File: src/rtl/bkpt_pkg.sv
package bkpt_pkg;

  localparam int NUM_CH       = 2;
  localparam int DATA_W       = 32;
  localparam int RSEL_W       = 3;
  localparam int SLOTS_PER_CH = 3;
  localparam int CH_FIELD_POS = 16;

  typedef enum logic [1:0] {
    SLOT_BASE  = 2'd0,
    SLOT_MASK  = 2'd1,
    SLOT_COUNT = 2'd2
  } slot_e;

  localparam logic [RSEL_W-1:0] RSEL_CTRL = 3'd6;
  localparam logic [RSEL_W-1:0] RSEL_STAT = 3'd7;

  localparam logic [DATA_W-1:0] CTRL_KEEP = 32'h03FF_03FF;

  localparam logic [4:0] DIR_RD  = 5'd1;
  localparam logic [4:0] DIR_WR  = 5'd2;
  localparam logic [4:0] DIR_ANY = 5'd3;

  localparam logic [4:0] SENSE_HIT  = 5'd1;
  localparam logic [4:0] SENSE_MISS = 5'd2;

  typedef struct packed {
    logic [4:0] sense;
    logic [4:0] dir;
  } ch_ctrl_t;

  function automatic logic [RSEL_W-1:0] slot_sel(input int ch, input slot_e s);
    return RSEL_W'(ch * SLOTS_PER_CH + int'(s));
  endfunction

  function automatic ch_ctrl_t ctrl_field(input logic [DATA_W-1:0] ctrl, input int ch);
    return ch_ctrl_t'(ctrl[ch*CH_FIELD_POS +: 10]);
  endfunction

endpackage

File: src/rtl/bkpt_event_qual.sv
module bkpt_event_qual
  import bkpt_pkg::*;
#(
  parameter int ADDR_W = 32
) (
  input  logic              acc_valid_i,
  input  logic              acc_write_i,
  input  logic [ADDR_W-1:0] acc_addr_i,
  input  logic [ADDR_W-1:0] base_i,
  input  logic [ADDR_W-1:0] mask_i,
  input  ch_ctrl_t          ctrl_i,
  output logic              event_o
);

  logic addr_hit;
  logic dir_ok;
  logic sense_ok;

  always_comb begin
    addr_hit = (((acc_addr_i ^ base_i) & mask_i) == '0);

    case (ctrl_i.dir)
      DIR_RD:  dir_ok = ~acc_write_i;
      DIR_WR:  dir_ok = acc_write_i;
      DIR_ANY: dir_ok = 1'b1;
      default: dir_ok = 1'b0;
    endcase

    case (ctrl_i.sense)
      SENSE_HIT:  sense_ok = addr_hit;
      SENSE_MISS: sense_ok = ~addr_hit;
      default:    sense_ok = 1'b0;
    endcase

    event_o = acc_valid_i & dir_ok & sense_ok;
  end

endmodule

File: src/rtl/bkpt_event_ctr.sv
module bkpt_event_ctr #(
  parameter int CNT_W = 16
) (
  input  logic             clk,
  input  logic             rst_n,
  input  logic             event_i,
  input  logic             load_i,
  input  logic [CNT_W-1:0] load_val_i,
  input  logic             disarm_i,
  input  logic             clr_i,
  output logic [CNT_W-1:0] cnt_o,
  output logic             armed_o,
  output logic             fired_o
);

  localparam logic [CNT_W-1:0] CNT_ONE = CNT_W'(1);

  logic [CNT_W-1:0] cnt_q, cnt_d;
  logic             armed_q, armed_d;
  logic             fired_q, fired_d;
  logic             live_ev;
  logic             at_zero;
  logic             upd_en;

  always_comb begin
    live_ev = event_i & armed_q;
    at_zero = (cnt_q == '0);
    upd_en  = load_i | disarm_i | live_ev | clr_i;
    cnt_d   = cnt_q;
    armed_d = armed_q;
    fired_d = fired_q;
    if (load_i) begin
      cnt_d   = load_val_i;
      armed_d = 1'b1;
      fired_d = 1'b0;
    end else if (disarm_i) begin
      armed_d = 1'b0;
    end else begin
      if (live_ev && !at_zero) begin
        cnt_d = cnt_q - CNT_ONE;
      end
      if (live_ev && at_zero) begin
        fired_d = 1'b1;
      end else if (clr_i) begin
        fired_d = 1'b0;
      end
    end
  end

  always_ff @(posedge clk or negedge rst_n) begin
    if (!rst_n) begin
      cnt_q   <= '0;
      armed_q <= 1'b0;
      fired_q <= 1'b0;
    end else if (upd_en) begin
      cnt_q   <= cnt_d;
      armed_q <= armed_d;
      fired_q <= fired_d;
    end
  end

  assign cnt_o   = cnt_q;
  assign armed_o = armed_q;
  assign fired_o = fired_q;

endmodule

File: src/rtl/bkpt_cfg_regs.sv
module bkpt_cfg_regs
  import bkpt_pkg::*;
#(
  parameter int ADDR_W = 32,
  parameter int CNT_W  = 16
) (
  input  logic                           clk,
  input  logic                           rst_n,
  input  logic                           cfg_we,
  input  logic [RSEL_W-1:0]              cfg_addr,
  input  logic [DATA_W-1:0]              cfg_wdata,
  input  logic [NUM_CH-1:0][CNT_W-1:0]   cnt_i,
  input  logic [NUM_CH-1:0]              armed_i,
  input  logic [NUM_CH-1:0]              fired_i,
  output logic [NUM_CH-1:0][ADDR_W-1:0]  base_o,
  output logic [NUM_CH-1:0][ADDR_W-1:0]  mask_o,
  output ch_ctrl_t [NUM_CH-1:0]          ctrl_o,
  output logic [NUM_CH-1:0]              cnt_ld_o,
  output logic [NUM_CH-1:0]              setup_wr_o,
  output logic [NUM_CH-1:0]              clr_o,
  output logic [DATA_W-1:0]              cfg_rdata
);

  logic [DATA_W-1:0] ctrl_q, ctrl_d;
  logic              ctrl_en;

  always_comb begin
    ctrl_en = cfg_we && (cfg_addr == RSEL_CTRL);
    ctrl_d  = cfg_wdata & CTRL_KEEP;
  end

  always_ff @(posedge clk or negedge rst_n) begin
    if (!rst_n) begin
      ctrl_q <= '0;
    end else if (ctrl_en) begin
      ctrl_q <= ctrl_d;
    end
  end

  for (genvar c = 0; c < NUM_CH; c++) begin : g_ch
    localparam logic [RSEL_W-1:0] SEL_BASE = slot_sel(c, SLOT_BASE);
    localparam logic [RSEL_W-1:0] SEL_MASK = slot_sel(c, SLOT_MASK);
    localparam logic [RSEL_W-1:0] SEL_CNT  = slot_sel(c, SLOT_COUNT);

    logic [ADDR_W-1:0] base_q, base_d, mask_q, mask_d;
    logic              base_en, mask_en;

    always_comb begin
      base_en = cfg_we && (cfg_addr == SEL_BASE);
      mask_en = cfg_we && (cfg_addr == SEL_MASK);
      base_d  = cfg_wdata[ADDR_W-1:0];
      mask_d  = cfg_wdata[ADDR_W-1:0];
    end

    always_ff @(posedge clk or negedge rst_n) begin
      if (!rst_n) begin
        base_q <= '0;
      end else if (base_en) begin
        base_q <= base_d;
      end
    end

    always_ff @(posedge clk or negedge rst_n) begin
      if (!rst_n) begin
        mask_q <= '0;
      end else if (mask_en) begin
        mask_q <= mask_d;
      end
    end

    assign base_o[c]     = base_q;
    assign mask_o[c]     = mask_q;
    assign ctrl_o[c]     = ctrl_field(ctrl_q, c);
    assign cnt_ld_o[c]   = cfg_we && (cfg_addr == SEL_CNT);
    assign setup_wr_o[c] = base_en | mask_en | ctrl_en;
    assign clr_o[c]      = cfg_we && (cfg_addr == RSEL_STAT) && cfg_wdata[c];
  end

  always_comb begin
    cfg_rdata = '0;
    for (int c = 0; c < NUM_CH; c++) begin
      if (cfg_addr == slot_sel(c, SLOT_BASE))  cfg_rdata = DATA_W'(base_o[c]);
      if (cfg_addr == slot_sel(c, SLOT_MASK))  cfg_rdata = DATA_W'(mask_o[c]);
      if (cfg_addr == slot_sel(c, SLOT_COUNT)) cfg_rdata = DATA_W'(cnt_i[c]);
    end
    if (cfg_addr == RSEL_CTRL) cfg_rdata = ctrl_q;
    if (cfg_addr == RSEL_STAT) cfg_rdata = DATA_W'({armed_i, fired_i});
  end

endmodule

File: src/rtl/bkpt_match_unit.sv
module bkpt_match_unit
  import bkpt_pkg::*;
#(
  parameter int ADDR_W = 32,
  parameter int CNT_W  = 16
) (
  input  logic              clk,
  input  logic              rst_n,
  input  logic              bus_valid,
  input  logic              bus_write,
  input  logic [ADDR_W-1:0] bus_addr,
  input  logic              cfg_we,
  input  logic [2:0]        cfg_addr,
  input  logic [31:0]       cfg_wdata,
  output logic [31:0]       cfg_rdata,
  output logic              brk_req
);

  logic              lat_valid_q, lat_valid_d;
  logic              lat_write_q, lat_write_d;
  logic [ADDR_W-1:0] lat_addr_q, lat_addr_d;

  always_comb begin
    lat_valid_d = bus_valid;
    lat_write_d = bus_write;
    lat_addr_d  = bus_addr;
  end

  always_ff @(posedge clk or negedge rst_n) begin
    if (!rst_n) begin
      lat_valid_q <= 1'b0;
    end else begin
      lat_valid_q <= lat_valid_d;
    end
  end

  always_ff @(posedge clk or negedge rst_n) begin
    if (!rst_n) begin
      lat_write_q <= 1'b0;
      lat_addr_q  <= '0;
    end else if (bus_valid) begin
      lat_write_q <= lat_write_d;
      lat_addr_q  <= lat_addr_d;
    end
  end

  logic [NUM_CH-1:0][ADDR_W-1:0] ch_base;
  logic [NUM_CH-1:0][ADDR_W-1:0] ch_mask;
  ch_ctrl_t [NUM_CH-1:0]         ch_ctrl;
  logic [NUM_CH-1:0]             ch_load;
  logic [NUM_CH-1:0]             ch_setup_wr;
  logic [NUM_CH-1:0]             ch_clr;
  logic [NUM_CH-1:0]             ch_event;
  logic [NUM_CH-1:0][CNT_W-1:0]  ch_cnt;
  logic [NUM_CH-1:0]             ch_armed;
  logic [NUM_CH-1:0]             ch_fired;

  bkpt_cfg_regs #(
    .ADDR_W (ADDR_W),
    .CNT_W  (CNT_W)
  ) u_regs (
    .clk        (clk),
    .rst_n      (rst_n),
    .cfg_we     (cfg_we),
    .cfg_addr   (cfg_addr),
    .cfg_wdata  (cfg_wdata),
    .cnt_i      (ch_cnt),
    .armed_i    (ch_armed),
    .fired_i    (ch_fired),
    .base_o     (ch_base),
    .mask_o     (ch_mask),
    .ctrl_o     (ch_ctrl),
    .cnt_ld_o   (ch_load),
    .setup_wr_o (ch_setup_wr),
    .clr_o      (ch_clr),
    .cfg_rdata  (cfg_rdata)
  );

  for (genvar c = 0; c < NUM_CH; c++) begin : g_chan
    bkpt_event_qual #(
      .ADDR_W (ADDR_W)
    ) u_qual (
      .acc_valid_i (lat_valid_q),
      .acc_write_i (lat_write_q),
      .acc_addr_i  (lat_addr_q),
      .base_i      (ch_base[c]),
      .mask_i      (ch_mask[c]),
      .ctrl_i      (ch_ctrl[c]),
      .event_o     (ch_event[c])
    );

    bkpt_event_ctr #(
      .CNT_W (CNT_W)
    ) u_ctr (
      .clk        (clk),
      .rst_n      (rst_n),
      .event_i    (ch_event[c]),
      .load_i     (ch_load[c]),
      .load_val_i (cfg_wdata[CNT_W-1:0]),
      .disarm_i   (ch_setup_wr[c]),
      .clr_i      (ch_clr[c]),
      .cnt_o      (ch_cnt[c]),
      .armed_o    (ch_armed[c]),
      .fired_o    (ch_fired[c])
    );
  end

  assign brk_req = |ch_fired;

endmodule

File: config.mk
export PLATFORM = sky130hd
export DESIGN_NAME = bkpt_match_unit
export DESIGN_NICKNAME = d
export VERILOG_FILES = /design/src/rtl/bkpt_pkg.sv /design/src/rtl/bkpt_event_qual.sv /design/src/rtl/bkpt_event_ctr.sv /design/src/rtl/bkpt_cfg_regs.sv /design/src/rtl/bkpt_match_unit.sv
export SDC_FILE = /design/constraint.sdc
export NUM_CORES = 1
export LEC_CHECK = 0
export CORE_MARGIN = 2
export CORE_UTILIZATION = 60
export DETAILED_ROUTE_END_ITERATION = 8
export DONT_BUFFER_PORTS = 1
export PLACE_DENSITY = 0.72
export SYNTH_ARGS = -nofsm -noshare
export SYNTH_HDL_FRONTEND = slang
export SYNTH_SLANG_ARGS = --single-unit
File: constraint.sdc
create_clock -name clk -period 2.97 [get_ports clk]
set_input_delay 0.297 -clock clk [delete_from_list [all_inputs] [get_ports clk]]
set_output_delay 0.297 -clock clk [all_outputs]
set_load 0.02 [all_outputs]
==> metrics.yaml, run 1 <==
outcome: "finished with violations"
violations: "negative hold slack"
hold_viol_final: 218
initial_core_util_pct: 61.19
crit_chain: "xor2_1 > a22oi_1 > nand4_1 > nor4_4 > buf_4 > mux2i_1 > buf_4 > a21oi_1 > a221oi_1 > o21ai_1"
power_density_nw_per_um2: 689.0
synth_area_leader_cell: "dfrtp_1"
ios: 105
fmax_mhz: 356.2
wl_per_cell_um: 25.52
antenna_found_initial: 1
hpwl_um: 21380
cpMaxStageDelayCell: "nor4_4"
drtAntennaViolNets: 0
pre_cts_slack_ps: 145.9
rsz0062_at_grt: "no"
power_frac_comb_pct: 21.9
layout-drive-gt1-share_pct: 26.61
yosysSeqAreaShare_pct: 47.66
syn_area_per_cell_um2: 11.85
routed_wl_um: 32560
peakVddDrop_mv: 0.4712
max_stage_delay_ps: 420
synth_edf_count: 0
initialDrtViolationCount: 797
io_buffers: 0
routed-via-count: 8511
switchingPower_w: 0.002790
post_cts_buffers: 0
ctsHtreeMaxLevel: 1
ys_types: 62
drc_errors: 0
clockPowerShare_pct: 31.8
area_delta_synth_final_pct: 15.21
min_path_type: "primary input to async pin"
yosysTopAreaCellShare_pct: 47.66
grt_pass1_wl_um: 50110
synth_area_um2: 11450
clock_skew_ps: 12.99
grt_start_max_net_pins: 219
synth-seq-cells: 218
slew_headroom_pct: 44.30
die_w_um: 142.1
numCtsBuffers: 24
startpoint_type: "flop"
seq_power_share_pct: 46.2
power.internal_w: 0.006296
path_class: "flop to flop"
grt_pass1_vias: 8554
die_y_um: 142.1
drtPass1Iterations: 7
cellLeakagePower_nw: 5.536
ctsHoldBuffers: 69
rows: 50
critical_path_required_ps: 3370
whs_ps: -528.6
arrival_ps: 3210
die-area_um2: 20200
final_nets: 1101
worstMarginPinSlew_ps: 832.5
syn_nets: 1040
synth_top_cells_by_area: "dfrtp_1, mux2_2, xor2_1"
drv_cap: 0
grtUsageTotal_pct: 32.83
worstPathMaxFanout: 11
cts.clk_slew.worst_paths_ps: 60
clockBufferDepth: 3
cts.sinks: 218
grt-ovfl-total: 0
cts_tree: "done"
post-route-period-util_pct: 94.53
place_congestion: 0.9322
final_cells: 1276
fillers: 1337
synthArstFlopShare_pct: 100.0
r2r_start: "u_regs.g_ch[1].base_q[1]"
tns_ps: 0
switching_share_pct: 30.71
ys_warn_count: 0
setup_slack_ps: 162.5
finalSetupViolCount: 0
synth_ff_type: "dfrtp_1"
placed_cells: 1166
root_buffer: "clkbuf_16"
cp-end-kind: "flop"
insertion_delay_ps: 530
finalMaxSlewViolations: 0
vias_per_cell: 6.670
crit_top_cell: "buf_4"
crit_start: "u_regs.g_ch[1].base_q[1]"
finalCriticalPeriod_ps: 2807
core-area_um2: 18710
final_core_util_pct: 70.49
synthCells: 966
==> power groups by stage <==
stage | logic, W | clock network (W) | registers, W
finish | 0.00199 | 0.00289 | 0.00420
floorplan | 0.00151 | 0 | 0.00399
detailed placement | 0.00184 | 0 | 0.00422
global placement | 0.00180 | 0 | 0.00420
CTS | 0.00197 | 0.00292 | 0.00418
global route | 0.00214 | 0.00304 | 0.00426
==> critical path: cells and delay by family (launching register included) <==
| kind | cells | cell delay (ps) |
|---|---|---|
| buffers and inverters | 2 | 410 |
| flip-flops | 1 | 400 |
| multiplexers | 1 | 190 |
| AO/OA/AOI/OAI | 4 | 800 |
| XOR/XNOR | 1 | 160 |
| AND/OR/NAND/NOR | 2 | 690 |
==> per-stage QoR <==
step	instance area, um2	hold slack (ps)	total power [W]
2_1_floorplan	11450	1.409	0.005501
5_1_grt	13190	-537.8	0.009440
3_3_place_gp	11720	13.12	0.005999
6_report	13190	-528.6	0.009085
3_5_place_dp	11720	12.78	0.006061
4_1_cts	13180	-541.4	0.009072
==> repair_timing <==
action                     CTS  global route
resized for setup            0             2
setup endpoints to repair    0             1
hold endpoints to repair   431           218
==> flip-flops by register name, summed over array words and instances (netlist names) <==
| register | count |
|---|---|
| lat_valid_q | 1 |
| u_regs.g_ch.mask_q | 64 |
| u_regs.ctrl_q | 20 |
| lat_write_q | 1 |
| lat_addr_q | 32 |
| g_chan.u_ctr.cnt_o | 32 |
| u_regs.g_ch.base_q | 64 |
| g_chan.u_ctr.armed_o | 2 |
| g_chan.u_ctr.fired_o | 2 |
==> cells by family (layout without fill, tap and decap cells) <==
logic type,Yosys count,count (layout),share of synthesized area (%)
muxes,251,251,26.25
DFF,218,218,47.66
other,0,1,0
and+or+nand+nor,221,221,9.980
buffers and inverters,58,133,2.099
adders and majority gates,2,2,0.2186
xor gates and xnor gates,77,77,5.892
AOI/OAI and AO/OA,139,139,7.903
==> synth_stat cells (2+ instances only) <==
cell type / instances
dfrtp_1: 218
mux2_2: 187
xor2_1: 76
nor2_1: 63
nand2_1: 48
mux2i_1: 44
a21oi_1: 34
a22oi_1: 34
clkbuf_1: 30
o21ai_0: 21
nand3_1: 19
mux4_2: 18
buf_1: 17
nand4_1: 16
nor3_1: 16
o22ai_1: 15
or3_1: 9
nand2b_1: 8
nor4_1: 7
and3_1: 6
o21ai_1: 6
o2bb2ai_1: 6
a221oi_1: 5
inv_1: 5
and2_1: 4
or2_2: 4
a31oi_1: 3
nand3b_1: 3
a211o_1: 2
a211oi_1: 2
a22o_1: 2
and2b_1: 2
buf_2: 2
ha_1: 2
mux4_1: 2
nand4b_1: 2
nor2b_1: 2
nor4_4: 2
==> area by class of cell <==
cell class | instances | area [um2] | share of cell area (%)
timing repair buffer | 87 | 885.9 | 6.718
clock buffer | 39 | 748.2 | 5.674
multi-input combinational | 690 | 5774 | 43.79
inverter | 6 | 22.52 | 0.1708
sequential | 218 | 5455 | 41.37
clock inverter | 1 | 5.005 | 0.03795
tap | 234 | 292.8 | 2.220
antenna | 1 | 2.502 | 0.01898
==> per-layer routing <==
metal | track usage, % | share of wire, % | up-vias
met1 | 45.10 | 42 | 4372
met3 | 7.705 | 8.5 | 85
met4 | 11.68 | 3.4 | 0
met2 | 51.61 | 46 | 355
met5 | 0 | 0 | -
li1 | - | - | 3699
==> path summary, 6_finish.rpt <==
path / slack, ps / cells after the start / endpoint
max reg2reg: 160 / 10 / g_chan[1].u_ctr.cnt_o[2]
min: -530 / 0 / u_regs.g_ch[1].mask_q[7]
max: 160 / 10 / g_chan[1].u_ctr.cnt_o[2]
min in group clk: 20 / 1 / lat_valid_q
min reg2reg: 490 / 2 / g_chan[0].u_ctr.fired_o
max in group asynchronous: 2840 / 0 / g_chan[1].u_ctr.cnt_o[11]
==> layout by cell type, fill, tap and decap left out, types with 3 or more instances in the layout <==
cell type / n
dfrtp_1: 218
mux2_2: 187
xor2_1: 76
dlygate4sd3_1: 68
nor2_1: 62
nand2_1: 48
mux2i_1: 43
a21oi_1: 34
a22oi_1: 33
clkbuf_16: 25
o21ai_0: 21
nand3_1: 18
mux4_2: 18
nand4_1: 16
nor3_1: 16
o22ai_1: 15
buf_4: 14
or3_1: 9
nand2b_1: 8
nor4_1: 7
clkbuf_8: 7
clkbuf_1: 7
o2bb2ai_1: 6
o21ai_1: 6
inv_1: 5
and3_1: 5
a221oi_1: 5
buf_12: 5
or2_2: 4
and2_1: 3
nand3b_1: 3
a31oi_1: 3
Power figures use the tool's default switching activity.
==> run 2, diff against run 1 <==
==> constraint.sdc (replaced) <==
create_clock -name clk -period 2.9 [get_ports clk]
set_input_delay 0.29 -clock clk [delete_from_list [all_inputs] [get_ports clk]]
set_output_delay 0.29 -clock clk [all_outputs]
set_load 0.02 [all_outputs]
==> run 2 against run 1 <==
Compared with the run above: largest cell class unchanged; the flow still finishes with violations (negative hold slack); cell area rose by 0.84%; core utilization grew 0.60 points; critical path depth is the same; first-iteration DRC count shrank 20%.
==> metrics.yaml, run 2 (synthesis gave the netlist of run 1 again) <==
root_buffer: "clkbuf_16"
drv_cap: 0
routed-via-count: 8425
rsz0062_at_grt: "no"
rows: 50
fillers: 1301
final_nets: 1107
hpwl_um: 21400
worstMarginPinSlew_ps: 759.2
drtAntennaViolNets: 0
hold_viol_final: 218
final_core_util_pct: 71.09
dpl_cell_area_um2: 11760
drtPass1Iterations: 5
post_cts_buffers: 0
critical_path_required_ps: 3300
initialDrtViolationCount: 638
largestRegisters: "u_regs.g_ch.base_q (64), u_regs.g_ch.mask_q (64)"
violations: "negative hold slack"
finalCriticalPeriod_ps: 2743
place_congestion: 0.9665
met3_usage_pct: 7.369
grt_start_max_net_pins: 219
fin_area_um2: 13300
insertion_delay_ps: 520
vias_per_cell: 6.562
final_common_cell: "dfrtp_1"
whs_ps: -532.8
grtUsageTotal_pct: 32.84
die_y_um: 142.1
reg2reg_depth: 10
outcome: "finished with violations"
crit_top_cell: "buf_4"
cpMaxStageDelayCell: "nor4_4"
pre_cts_slack_ps: 124.4
final-seq-area_um2: 5455
final_cell_mix: "dfrtp_1, mux2_2, xor2_1"
ios: 105
layout-drive-gt1-share_pct: 27.90
cts_tree: "done"
die-area_um2: 20200
busiest_layer: "met2"
io_buffers: 0
grt_use_met1_pct: 45.65
cts.sinks: 218
min_path_type: "primary input to async pin"
r2r_start: "u_regs.g_ch[1].base_q[1]"
multi_input_area_um2: 5774
ctsHtreeMaxLevel: 1
crit_start: "u_regs.g_ch[1].base_q[1]"
worstPathMaxFanout: 11
fin_total_pwr_w: 0.009565
arrival_ps: 3140
crit_chain: "xor2_1 > a22oi_1 > nand4_1 > nor4_4 > buf_4 > mux2i_1 > buf_4 > a21oi_1 > a221oi_1 > o21ai_1"
post-route-period-util_pct: 94.59
clock_skew_ps: 12.89
max_stage_delay_ps: 420
fmax_mhz: 364.6
power_density_nw_per_um2: 719.3
clockBufferDepth: 3
finalSetupViolCount: 0
drc_errors: 0
ctsHoldBuffers: 68
area_delta_synth_final_pct: 16.18
startpoint_type: "flop"
peakVddDrop_mv: 0.4309
grt-ovfl-total: 0
n_antenna_cell: 0
cts.clk_slew.worst_paths_ps: 60
grt_pass1_wl_um: 50160
met2_usage_pct: 51.92
slew_headroom_pct: 48.85
initial_core_util_pct: 61.19
die_w_um: 142.1
finalMaxSlewViolations: 0
tns_ps: 0
wl_per_cell_um: 25.30
grt_pass1_vias: 8481
path_class: "flop to flop"
antenna_found_initial: 1
cellLeakagePower_nw: 5.618
setup_slack_ps: 157.0
numCtsBuffers: 24
routed_wl_um: 32480
core-area_um2: 18710
cp-end-kind: "flop"
run 2: worst paths after layout:
check / end / slack (ps)
min in group clk: lat_valid_q / 20
worst max register to register: g_chan[1].u_ctr.cnt_o[4] / 160
max in group asynchronous: lat_addr_q[8] / 2940
worst max-delay path: g_chan[1].u_ctr.cnt_o[4] / 160
worst min register to register: g_chan[0].u_ctr.fired_o / 500
worst min-delay path: g_chan[1].u_ctr.cnt_o[14] / -530
run 2: routing by layer:
| metal | up-vias | routed length (um) | share of wire (%) |
|---|---|---|---|
| li1 | 3710 | - | - |
| met1 | 4277 | 13410 | 41 |
| met2 | 357 | 15220 | 47 |
| met3 | 79 | 2803 | 8.6 |
| met4 | 2 | 1035 | 3.2 |
| met5 | - | 15 | 0.046 |
run 2: area by class of cell:
cell class | count | area share, %
multi-input combinational | 690 | 43.42
tap | 234 | 2.202
clock buffer | 33 | 5.457
sequential | 218 | 41.02
timing repair buffer | 93 | 6.887
inverter | 6 | 0.1694
clock inverter | 10 | 0.8374
run 2: worst max-delay path, delay by kind of cell, from the launching register on:
family                    cells  cell delay [ps]
AOI/OAI and AO/OA             4              810
xor gates and xnor gates      1              170
buffers and inverters         2              380
DFF                           1              400
muxes                         1              180
and+or+nand+nor               2              670
run 2: per-stage QoR:
step	hold WS, ps	cells
finish	-532.8	1284
global route	-549.2	1284
CTS	-544.7	1284
detailed placement	4.329	1173
global placement	4.586	1173
floorplan	-5.591	966
run 2: where the power goes:
group	switching (W)	internal, W	total (W)
Clock	0.00129	0.00193	0.00322
Combinational	0.00100	0.00107	0.00207
Sequential	0.000635	0.00364	0.00428
Total	0.00293	0.00664	0.00956
run 2: timing repair:
item / CTS / global route
endpoints found under the setup margin: 0 / 7
endpoints found under the hold margin: 431 / 218
gates resized for setup: 0 / 2
